==> src/rtl/bank_pkg.sv <==
package bank_pkg;

  localparam int TGT_N    = 10;
  localparam int IO_DEV_N = 5;

  typedef enum int unsigned {
    T_RAM    = 0,
    T_BASIC  = 1,
    T_KERNAL = 2,
    T_CHAR   = 3,
    T_VIDEO  = 4,
    T_SOUND  = 5,
    T_COLOR  = 6,
    T_TIMER1 = 7,
    T_TIMER2 = 8,
    T_PORT   = 9
  } tgt_e;

  typedef struct packed {
    logic basic;
    logic chr;
    logic kernal;
    logic io;
  } vis_t;

  // banking table indexed by the low three port bits
  function automatic vis_t mode_flags(input logic [2:0] m);
    vis_t v;
    v = '0;
    unique case (m)
      3'd1: v.chr = 1'b1;
      3'd2: begin v.chr = 1'b1; v.kernal = 1'b1; end
      3'd3: begin v.basic = 1'b1; v.chr = 1'b1; v.kernal = 1'b1; end
      3'd5: v.io = 1'b1;
      3'd6: begin v.kernal = 1'b1; v.io = 1'b1; end
      3'd7: begin v.basic = 1'b1; v.kernal = 1'b1; v.io = 1'b1; end
      default: v = '0;
    endcase
    return v;
  endfunction

  // I/O window device k: address bits [11:0] match under mask
  function automatic logic [11:0] io_match_mask(input int k);
    case (k)
      0, 1, 2: return 12'hC00;
      default: return 12'hF00;
    endcase
  endfunction

  function automatic logic [11:0] io_match_val(input int k);
    case (k)
      0:       return 12'h000;
      1:       return 12'h400;
      2:       return 12'h800;
      3:       return 12'hC00;
      default: return 12'hD00;
    endcase
  endfunction

  function automatic logic [11:0] io_idx_mask(input int k);
    case (k)
      0:       return 12'h03F;
      1:       return 12'h0FF;
      2:       return 12'h3FF;
      default: return 12'h00F;
    endcase
  endfunction

endpackage

==> src/rtl/bank_port_reg.sv <==
module bank_port_reg #(
  parameter int              DATA_W    = 8,
  parameter logic [DATA_W-1:0] RESET_VAL = 8'h37
) (
  input  logic              clk,
  input  logic              rst_n,
  input  logic              wr_stb,
  input  logic [DATA_W-1:0] wdata,
  output logic [DATA_W-1:0] q
);
  always_ff @(posedge clk or negedge rst_n) begin
    if (!rst_n)      q <= RESET_VAL;
    else if (wr_stb) q <= wdata;
  end
endmodule

==> src/rtl/bank_mode_table.sv <==
module bank_mode_table
  import bank_pkg::*;
#(
  parameter int MODE_W = 3
) (
  input  logic [MODE_W-1:0] mode,
  output vis_t              vis
);
  localparam int ENTRIES = 1 << MODE_W;

  vis_t tbl [ENTRIES];

  for (genvar m = 0; m < ENTRIES; m++) begin : g_entry
    assign tbl[m] = mode_flags(3'(m));
  end

  assign vis = tbl[mode];
endmodule

==> src/rtl/bank_io_subdec.sv <==
module bank_io_subdec
  import bank_pkg::*;
#(
  parameter int WIN_W = 12
) (
  input  logic [WIN_W-1:0]    win_addr,
  output logic [IO_DEV_N-1:0] hit,
  output logic [WIN_W-1:0]    dev_idx
);
  logic [WIN_W-1:0] part [IO_DEV_N];

  for (genvar k = 0; k < IO_DEV_N; k++) begin : g_dev
    assign hit[k]  = (win_addr & io_match_mask(k)) == io_match_val(k);
    assign part[k] = hit[k] ? (win_addr & io_idx_mask(k)) : '0;
  end

  always_comb begin
    dev_idx = '0;
    for (int k = 0; k < IO_DEV_N; k++) dev_idx = dev_idx | part[k];
  end
endmodule

==> src/rtl/bank_decoder.sv <==
module bank_decoder
  import bank_pkg::*;
#(
  parameter int              DATA_W     = 8,
  parameter logic [DATA_W-1:0] PORT_RESET = 8'h37,
  parameter int              IDX_W      = 13
) (
  input  logic              clk,
  input  logic              rst_n,
  input  logic              acc_en,
  input  logic              acc_we,
  input  logic [15:0]       acc_addr,
  input  logic [DATA_W-1:0] acc_wdata,
  output logic [TGT_N-1:0]  tgt_sel,
  output logic [IDX_W-1:0]  local_idx,
  output logic [DATA_W-1:0] port_byte
);
  localparam int          MODE_W    = 3;
  localparam int          WIN_W     = 12;
  localparam logic [15:0] PORT_ADDR = 16'h0001;

  logic                is_port, in_basic, in_kernal, in_dwin;
  logic                port_wr;
  vis_t                vis;
  logic [IO_DEV_N-1:0] io_hit;
  logic [WIN_W-1:0]    io_idx;

  assign is_port   = acc_addr == PORT_ADDR;
  assign in_basic  = acc_addr[15:13] == 3'b101;
  assign in_kernal = acc_addr[15:13] == 3'b111;
  assign in_dwin   = acc_addr[15:12] == 4'hD;
  assign port_wr   = acc_en && acc_we && is_port;

  bank_port_reg #(.DATA_W(DATA_W), .RESET_VAL(PORT_RESET)) u_port (
    .clk(clk), .rst_n(rst_n), .wr_stb(port_wr), .wdata(acc_wdata), .q(port_byte)
  );

  bank_mode_table #(.MODE_W(MODE_W)) u_tbl (
    .mode(port_byte[MODE_W-1:0]), .vis(vis)
  );

  bank_io_subdec #(.WIN_W(WIN_W)) u_io (
    .win_addr(acc_addr[WIN_W-1:0]), .hit(io_hit), .dev_idx(io_idx)
  );

  always_comb begin
    tgt_sel   = '0;
    local_idx = '0;
    if (acc_en) begin
      if (is_port) begin
        tgt_sel[T_PORT] = 1'b1;
      end else if (in_basic && vis.basic && !acc_we) begin
        tgt_sel[T_BASIC] = 1'b1;
        local_idx        = IDX_W'(acc_addr[12:0]);
      end else if (in_kernal && vis.kernal && !acc_we) begin
        tgt_sel[T_KERNAL] = 1'b1;
        local_idx         = IDX_W'(acc_addr[12:0]);
      end else if (in_dwin && vis.io) begin
        tgt_sel[T_VIDEO +: IO_DEV_N] = io_hit;
        local_idx                    = IDX_W'(io_idx);
      end else if (in_dwin && vis.chr && !acc_we) begin
        tgt_sel[T_CHAR] = 1'b1;
        local_idx       = IDX_W'(acc_addr[11:0]);
      end else begin
        tgt_sel[T_RAM] = 1'b1;
      end
    end
  end
endmodule

==> config.mk <==
export PLATFORM = sky130hd
export DESIGN_NAME = bank_decoder
export DESIGN_NICKNAME = d
export VERILOG_FILES = /design/src/rtl/bank_pkg.sv /design/src/rtl/bank_port_reg.sv /design/src/rtl/bank_mode_table.sv /design/src/rtl/bank_io_subdec.sv /design/src/rtl/bank_decoder.sv
export SDC_FILE = /design/constraint.sdc
export NUM_CORES = 1
export LEC_CHECK = 0
export BUFFER_PORTS_ARGS = -buffer_cell sky130_fd_sc_hd__buf_2
export CORE_MARGIN = 3
export CORE_UTILIZATION = 39
export CTS_CLUSTER_DIAMETER = 80
export DETAILED_ROUTE_END_ITERATION = 7
export PLACE_DENSITY = 0.8
export SYNTH_ARGS = -nofsm -noshare
export SYNTH_HDL_FRONTEND = slang
export SYNTH_SLANG_ARGS = --single-unit
==> constraint.sdc <==
create_clock -name clk -period 1.6 [get_ports clk]
set_input_delay 0.16 -clock clk [delete_from_list [all_inputs] [get_ports clk]]
set_output_delay 0.16 -clock clk [all_outputs]
set_load 0.05 [all_outputs]
==> results of run 1 <==
==> through the flow <==
| step | util [%] | setup TNS [ns] | instances | cell area, µm² |
|---|---|---|---|---|
| 4_1_cts | 93.5 | -6.02 | 191 | 1650 |
| 3_5_place_dp | 80.2 | -3.43 | 186 | 1420 |
| 3_3_place_gp | 80.2 | -2.46 | 186 | 1420 |
| 2_1_floorplan | - | -4.56 | 78 | 916 |
==> synth_stat cells (2+ instances only) <==
cell type  n
o2111ai_1  2
dfrtp_1    3
mux2_4     8
and3_1     2
dfstp_2    5
nor3_1     4
nand2_1    3
nor2b_1    2
nor2_1     6
nor4_1     4
a21o_1     2
inv_1      6
nor4_2     2
a21oi_1    4
and2_1     8
==> kinds of logic after synthesis <==
| kind of cell | Yosys count | share of synthesized area, % |
|---|---|---|
| buffers and inverters | 8 | 5.01 |
| flip-flops | 8 | 27.5 |
| AO/OA/AOI/OAI | 12 | 11.7 |
| multiplexers | 8 | 16.0 |
| AND/OR/NAND/NOR | 42 | 39.7 |
==> what timing repair did <==
| action | 4_1_cts |
|---|---|
| endpoints found under the setup margin | 23 |
| pin swaps | 11 |
| hold buffers | 1 |
| resized for setup | 59 |
| endpoints found under the hold margin | 8 |
| setup buffers | 1 |
==> results.ini, run 1 <==
[synthesis]
ys_warn_count = 0
ys_types = 32
synthArstFlopShare_pct = 100
synthFlopType = dfstp_2
synth_cells = 78
synth_edf_count = 0
yosysSeqAreaShare_pct = 27.5
syn_area_um2 = 749
ys_ff_latch = 8
postSynthAreaPerCell_um2 = 9.61
syn_nets = 106
synth_area_leaders = dfstp_2 18%, mux2_4 16%, dfrtp_1 10%
yosysTopAreaCellShare_pct = 17.5
yosysTopAreaCell = dfstp_2

[cts]
cts-buffers-inserted = 3
h-tree-depth = 1
root_buffer = clkbuf_4
cts_max_path_buffers = 2
cts_sinks = 8

[die]
ios = 59
num_rows = 15
die_y_um = 49.8
fp.dieW_um = 49.8
start_util_pct = 42.5

[outcome]
haltStage = global routing (5_1_grt)
status = aborted with a tool error
firstError = [ERROR DPL-0033] detailed placement checks failed during check placement.

[placed_design]
dpl_worst_slack_ns = -0.220
dpl.hpwl_mm = 2.33
place_congestion = 0.809
port_buffers = 58

[timing]
worst_endpoint_kind = primary output
grt-worst-endpoint = local_idx[7]

[grt]
grt_antenna_before_repair = 0
grt_max_degree = 9

==> run 2: changes to the inputs <==
--- a/config.mk
+++ b/config.mk
@@ -6,11 +6,10 @@
 export NUM_CORES = 1
 export LEC_CHECK = 0
 export BUFFER_PORTS_ARGS = -buffer_cell sky130_fd_sc_hd__buf_2
-export CORE_MARGIN = 3
-export CORE_UTILIZATION = 39
-export CTS_CLUSTER_DIAMETER = 80
+export CORE_AREA = 3 3 64 66
 export DETAILED_ROUTE_END_ITERATION = 7
-export PLACE_DENSITY = 0.8
+export DIE_AREA = 0 0 67 69
+export PLACE_DENSITY_LB_ADDON = 0.15
 export SYNTH_ARGS = -nofsm -noshare
 export SYNTH_HDL_FRONTEND = slang
 export SYNTH_SLANG_ARGS = --single-unit
==> results.ini, run 2 <==
[outcome]
status = finished with violations  ; was aborted with a tool error
violations = negative setup slack

[grt]
overflow = 0
grt_pass1_vias = 1003
grt_antenna_before_repair = 0
grt_max_degree = 9
grtUsageTotal_pct = 12.2
grt_pass1_wl_mm = 4.46

[synthesis]
synthFlopType = dfstp_2  ; unchanged
yosysTopAreaCell = dfstp_2  ; unchanged
synth_area_leaders = dfstp_2 18%, mux2_4 16%, dfrtp_1 10%  ; unchanged
ys_warn_count = 0  ; unchanged
synth_edf_count = 0  ; unchanged
synthArstFlopShare_pct = 100  ; unchanged
postSynthAreaPerCell_um2 = 9.61  ; unchanged
synth_cells = 78  ; unchanged
yosysTopAreaCellShare_pct = 17.5  ; unchanged
syn_area_um2 = 749  ; unchanged
syn_nets = 106  ; unchanged
ys_ff_latch = 8  ; unchanged
ys_types = 32  ; unchanged
yosysSeqAreaShare_pct = 27.5  ; unchanged
synth_commonest_cells = 8 x and2_1, 8 x mux2_4, 6 x inv_1, 6 x nor2_1, 5 x dfstp_2  ; unchanged

[placed_design]
placed_cells = 211  ; was 186
place_congestion = 0.727  ; was 0.809
port_buffers = 58  ; unchanged
dpl.hpwl_mm = 2.19  ; was 2.33 mm

[timing]
fin_worst_skew_ns = 0
max_freq_ghz = 0.506
slew_headroom_pct = 77.8
setup_viol = 23
fin_ws_ns = -0.378
fin_hold_ws_ns = 0.158
drv_slew = 0
period_needed_ns = 1.98
hold_viol = 0
period_share_pct = 124
rsz0062_at_grt = true
tightest_slew_ns = 0.330

[worst_setup_path]
r2r_end = u_port.q[1]$_DFFE_PN1P_
end_kind = primary output
cp_max_fo = 6
r2r-start = u_port.q[1]$_DFFE_PN1P_
path_class = reg -> out
startpoint_type = register
crit_arrival_ns = 1.82
cp.required_ns = 1.44
ff2ff_setup_slack_ns = 0.64
reg2regPathDepth = 2

[power_and_ir_drop]
p_leak_nw = 0.822
internal-power_mw = 0.439
switching_power_mw = 0.147
sw_frac_of_total_pct = 25.1
ir_worst_vdd_uv = 371
p_comb_share_pct = 22.5
pwr-share-clk_pct = 42.8
power.density_nw_per_um2 = 332
power_frac_seq_pct = 34.7

[die]
dieArea_um2 = 4620
core_um2 = 3630
start_util_pct = 20.6  ; was 42.5%
die_y_um = 69  ; was 49.8 µm
num_rows = 22  ; was 15
fp.dieW_um = 67  ; was 49.8 µm
ios = 59  ; unchanged

[route]
ant_nets = 0
totalWireLength_mm = 2.67
vias = 958
drtIter0Drc = 20
dr.pass1.iters = 2
wl_per_cell_um = 12.3
viasPerCell = 4.41
drc_errors = 0

[cts]
cts-buffers-inserted = 3  ; unchanged
clkTransAtPathRegs_ns = 0.04
cts_max_path_buffers = 2  ; unchanged
h-tree-depth = 1  ; unchanged
clkLatencyLatePin_ns = 0.23
cts_tree = built
root_buffer = clkbuf_8  ; was clkbuf_4
cts_sinks = 8  ; unchanged

[hold_path]
min_to = u_port.q[3]$_DFFE_PN0P_
hold_class = in -> reg
hp-start = acc_wdata[3]
min_path_cells = 2

[finish]
num_antenna_cells = 0
syn2layout_area_growth_pct = 135
final_cell_mix = 35 x buf_2, 30 x buf_4, 14 x buf_6
final_common_cell = buf_2
largest_register_ffs = 8
final_nets = 198
reg.largest.list = u_port.q x8
regMostFlops = u_port.q
drive_gt1_share_pct = 85.2
instances_no_fill = 217

[job]
maxCapViolations = 0

run 2: cell counts after synthesis:
Identical to the previous run, type by type.
run 2: power by group through the flow:
stage / clock network (mW) / registers (mW) / logic (mW)
2_1_floorplan: 0 / 0.206 / 0.0339
3_3_place_gp: 0 / 0.206 / 0.121
3_5_place_dp: 0 / 0.206 / 0.124
4_1_cts: 0.261 / 0.203 / 0.131
5_1_grt: 0.277 / 0.203 / 0.144
6_report: 0.251 / 0.204 / 0.132
run 2: worst max path at each step:
stage	startpoint	to	slack, ns	depth (start not counted)
finish	u_port.q[1]$_DFFE_PN1P_	local_idx[6]	-0.38	4
global route	u_port.q[1]$_DFFE_PN1P_	local_idx[6]	-0.43	4
CTS	u_port.q[1]$_DFFE_PN1P_	local_idx[6]	-0.38	4
detailed placement	u_port.q[1]$_DFFE_PN1P_	local_idx[7]	-0.22	5
global placement	acc_addr[4]	local_idx[9]	-0.21	8
floorplan	u_port.q[1]$_DFFE_PN1P_	tgt_sel[7]	-0.29	3
run 2: routing by layer:
| metal | wire, µm | track usage, % | part of all wire [%] |
|---|---|---|---|
| met5 | 0 | 0 | 0 |
| met3 | 178 | 2.44 | 6.7 |
| met1 | 1070 | 14.5 | 40 |
| met2 | 1400 | 21.2 | 52 |
| met4 | 24 | 4.05 | 0.90 |
run 2: kinds of logic (layout without fill, tap and decap cells):
family | Yosys count | in the layout | synth area share, %
AOI/OAI and AO/OA | 12 | 12 | 11.7
buffers and inverters | 8 | 99 | 5.01
DFF | 8 | 8 | 27.5
muxes | 8 | 8 | 16.0
and+or+nand+nor | 42 | 42 | 39.7
run 2: layout make-up:
cell class | instances | area (µm²)
Fill cell | 367 | 1870
Inverter | 6 | 22.5
Clock buffer | 4 | 45.0
Tap cell | 48 | 60.1
Sequential cell | 8 | 214
Multi-Input combinational cell | 62 | 718
Timing Repair Buffer | 89 | 703
run 2: critical path: stages (launching register included):
cell	delay [ns]
dfstp_4	0.64
o21ai_2	0.08
or4b_4	0.52
and3_4	0.21
buf_6	0.14
run 2: per-stage QoR:
step | instance area [µm²] | TNS (ns) | utilization, % | power, mW | worst slack [ns]
2_1_floorplan | 916 | -4.56 | - | 0.240 | -0.294
3_3_place_gp | 1460 | -3.96 | 40.2 | 0.327 | -0.210
3_5_place_dp | 1460 | -3.89 | 40.2 | 0.330 | -0.220
4_1_cts | 1710 | -5.64 | 47.1 | 0.595 | -0.384
5_1_grt | 1760 | -6.65 | 48.5 | 0.624 | -0.430
6_report | 1760 | -5.00 | 48.5 | 0.586 | -0.378
run 2: what timing repair did:
action	4_1_cts	5_1_grt
hold buffers	1	0
buffers inserted	2	0
endpoints found under the setup margin	23	23
endpoints found under the hold margin	8	0
pin swaps	11	7
resized for setup	57	8
Note: power is estimated with default switching activity, not from simulation.
==> run 3: changes to the inputs <==
--- a/config.mk
+++ b/config.mk
@@ -5,6 +5,7 @@
 export SDC_FILE = /design/constraint.sdc
 export NUM_CORES = 1
 export LEC_CHECK = 0
+export ABC_AREA = 1
 export BUFFER_PORTS_ARGS = -buffer_cell sky130_fd_sc_hd__buf_2
 export CORE_AREA = 3 3 64 66
 export DETAILED_ROUTE_END_ITERATION = 7
==> results.ini, run 3 <==
[outcome]
status = finished with violations  ; unchanged
violations = negative setup slack  ; unchanged

[route]
wl_per_cell_um = 12.2  ; was 12.3 µm
ant_nets = 0  ; unchanged
totalWireLength_mm = 3.25  ; was 2.67 mm
drtIter0Drc = 38  ; was 20
dr.pass1.iters = 4  ; was 2
drc_errors = 0  ; unchanged
vias = 1199  ; was 958
viasPerCell = 4.51  ; was 4.41

[worst_setup_path]
cp_top_family = flip-flops  ; was simple AND/OR/NAND/NOR gates
cp.required_ns = 1.44  ; about the same
cp_max_fo = 4  ; was 6
cp_num_cells = 6  ; was 4
startpoint_type = register  ; unchanged
path_class = reg -> out  ; unchanged
crit_arrival_ns = 1.74  ; was 1.82 ns
end_kind = primary output  ; unchanged
cp_slowest_cell = dfstp_4  ; unchanged
critPathMaxStageDelay_ns = 0.64  ; about the same
cp.buffers_inverters = 1  ; unchanged
cp_common_cell = nor2_4
reg2regPathDepth = 3  ; was 2
worstPathCellList = nor2_4 -> nor2_4 -> nand3_2 -> a21oi_4 -> nor2_4 -> buf_6  ; was o21ai_2 -> or4b_4 -> and3_4 -> buf_6

[cts]
cts_sinks = 8  ; unchanged
cts_tree = built  ; unchanged
clkTransAtPathRegs_ns = 0.04  ; about the same
h-tree-depth = 1  ; unchanged
cts-buffers-inserted = 3  ; unchanged
cts_max_path_buffers = 2  ; unchanged
clkLatencyLatePin_ns = 0.23  ; about the same
root_buffer = clkbuf_8  ; unchanged

[synthesis]
synthArstFlopShare_pct = 100  ; unchanged
synth_cells = 139  ; was 78
yosysTopAreaCell = dfstp_2  ; unchanged
yosysTopAreaCellShare_pct = 15.2  ; was 17.5%
synth.most_common_cell = nor2_1
synth_edf_count = 0  ; unchanged
postSynthAreaPerCell_um2 = 6.24  ; was 9.61 µm²
synth_top_family_by_area = simple AND/OR/NAND/NOR gates  ; unchanged
synthFlopType = dfstp_2  ; unchanged
synth_xor_area_share_pct = 0  ; unchanged
synth_commonest_cells = 35 x nor2_1, 30 x nand2_1, 18 x nand3_1, 12 x inv_1, 8 x nand4_1  ; was 8 x and2_1, 8 x mux2_4, 6 x inv_1, 6 x nor2_1, 5 x dfstp_2
synth_mux_area_share_pct = 0  ; was 16.0%
ys_types = 23  ; was 32
ys_ff_latch = 8  ; unchanged
syn_area_um2 = 867  ; was 749 µm²
yosysSeqAreaShare_pct = 23.8  ; was 27.5%
synth-adder-area-share_pct = 0  ; unchanged
synth_area_leaders = dfstp_2 15%, nor2_1 15%, nand2_1 13%  ; was dfstp_2 18%, mux2_4 16%, dfrtp_1 10%
synth_compound_area_share_pct = 3.03  ; was 11.7%
ys_warn_count = 0  ; unchanged
syn_nets = 167  ; was 106
synthSimpleGateAreaFrac_pct = 64.9  ; was 39.7%

[power_and_ir_drop]
p_leak_nw = 0.905  ; was 0.822 nW
power.density_nw_per_um2 = 325  ; was 332 nW/µm²
sw_frac_of_total_pct = 29.5  ; was 25.1%
internal-power_mw = 0.428  ; was 0.439 mW
ir_worst_vdd_uv = 416  ; was 371 µV
pwr-share-clk_pct = 41.8  ; was 42.8%
switching_power_mw = 0.179  ; was 0.147 mW
p_total_mw = 0.608  ; was 0.586 mW
power_frac_seq_pct = 33.5  ; was 34.7%
p_comb_share_pct = 24.7  ; was 22.5%

[timing]
fin_ws_ns = -0.299  ; was -0.378 ns
fin_hold_ws_ns = 0.155  ; was 0.158 ns
fin_worst_skew_ns = 0  ; unchanged
drv_slew = 0  ; unchanged
period_share_pct = 119  ; was 124%
tightest_slew_ns = 0.380  ; was 0.330 ns
hold_viol = 0  ; unchanged
setup_viol = 22  ; was 23
max_freq_ghz = 0.527  ; was 0.506 GHz
rsz0062_at_grt = true  ; unchanged
slew_headroom_pct = 74.5  ; was 77.8%
period_needed_ns = 1.90  ; was 1.98 ns

[die]
fp.dieW_um = 67  ; unchanged
dieArea_um2 = 4620  ; unchanged
start_util_pct = 23.9  ; was 20.6%
core_um2 = 3630  ; unchanged
die_y_um = 69  ; unchanged
num_rows = 22  ; unchanged
ios = 59  ; unchanged

[finish]
syn2layout_area_growth_pct = 116  ; was 135%
final_nets = 247  ; was 198
final_common_cell = buf_2  ; unchanged
drive_gt1_share_pct = 63.3  ; was 85.2%
stdcell_area_um2 = 1870  ; was 1760 µm²
largest_register_ffs = 8  ; unchanged
fin_util_pct = 51.4  ; was 48.5%
reg.largest.list = u_port.q x8  ; unchanged
final_cell_mix = 36 x buf_2, 26 x nand2_1, 23 x buf_6  ; was 35 x buf_2, 30 x buf_4, 14 x buf_6
num_antenna_cells = 0  ; unchanged
regMostFlops = u_port.q  ; unchanged

[job]
maxCapViolations = 0  ; unchanged

[grt]
grt_pass1_wl_mm = 5.35  ; was 4.46 mm
grt_pass1_vias = 1202  ; was 1003
grtUsageTotal_pct = 14.3  ; was 12.2%
grt_antenna_before_repair = 0  ; unchanged
overflow = 0  ; unchanged
grt_max_degree = 15  ; was 9

[placed_design]
port_buffers = 58  ; unchanged
dpl_worst_slack_ns = -0.190  ; was -0.220 ns
placed_cell_area_um2 = 1520  ; was 1460 µm²
place_congestion = 0.739  ; was 0.727
dpl.hpwl_mm = 2.53  ; was 2.19 mm

[hold_path]
min_path_cells = 3  ; was 2
hold_class = in -> reg  ; unchanged

run 3: cell type report:
class	instances	area (µm²)
clock buffer	4	45.0
fill	372	1760
inverter	14	52.6
multi-input combinational	115	887
sequential	8	210
tap	48	60.1
timing repair buffer	77	614
run 3: cell families after synthesis:
logic type / Yosys count
buffers and inverters: 16
AND/OR/NAND/NOR: 111
flip-flops: 8
AO/OA/AOI/OAI: 4
run 3: what timing repair did:
action	in CTS	in global routing
pin swaps	13	7
setup endpoints to repair	22	22
gates resized for setup	66	12
hold buffers	1	0
hold endpoints to repair	8	0
setup buffers	2	1
run 3: path summary, 6_finish.rpt:
check	startpoint	end	slack, ns
worst max-delay path	u_port.q[1]$_DFFE_PN1P_	local_idx[2]	-0.30
worst min-delay path	acc_wdata[5]	u_port.q[5]$_DFFE_PN1P_	0.16
worst max register to register	u_port.q[1]$_DFFE_PN1P_	u_port.q[1]$_DFFE_PN1P_	0.69
worst min register to register	u_port.q[5]$_DFFE_PN1P_	u_port.q[5]$_DFFE_PN1P_	0.46
max in group asynchronous	rst_n	u_port.q[2]$_DFFE_PN1P_	1.06
min in group asynchronous	rst_n	u_port.q[7]$_DFFE_PN0P_	0.30
run 3: metrics by stage:
stage	TNS (ns)	std cells
final	-5.02	266
after global routing	-6.59	266
after CTS	-5.26	266
after detailed placement	-2.16	261
after global placement	-1.92	261
after floorplan	-2.11	139
run 3: routing by layer:
layer	GRT usage (%)	up-vias	part of all wire (%)
li1	-	610	-
met1	16.3	549	39
met2	27.0	38	55
met3	1.79	2	5.7
met4	3.15	0	0.15
met5	0	-	0
run 3: power by group through the flow:
stage / Combinational, mW / Sequential [mW] / Clock (mW)
floorplan: 0.0711 / 0.206 / 0
global placement: 0.137 / 0.206 / 0
detailed placement: 0.140 / 0.206 / 0
CTS: 0.150 / 0.204 / 0.264
global route: 0.165 / 0.203 / 0.280
finish: 0.150 / 0.204 / 0.254
run 3: worst min-delay path: cells and delay by family:
family / cells / cell delay [ns]
buffers and inverters: 1 / 0.10
AND/OR/NAND/NOR: 2 / 0.13
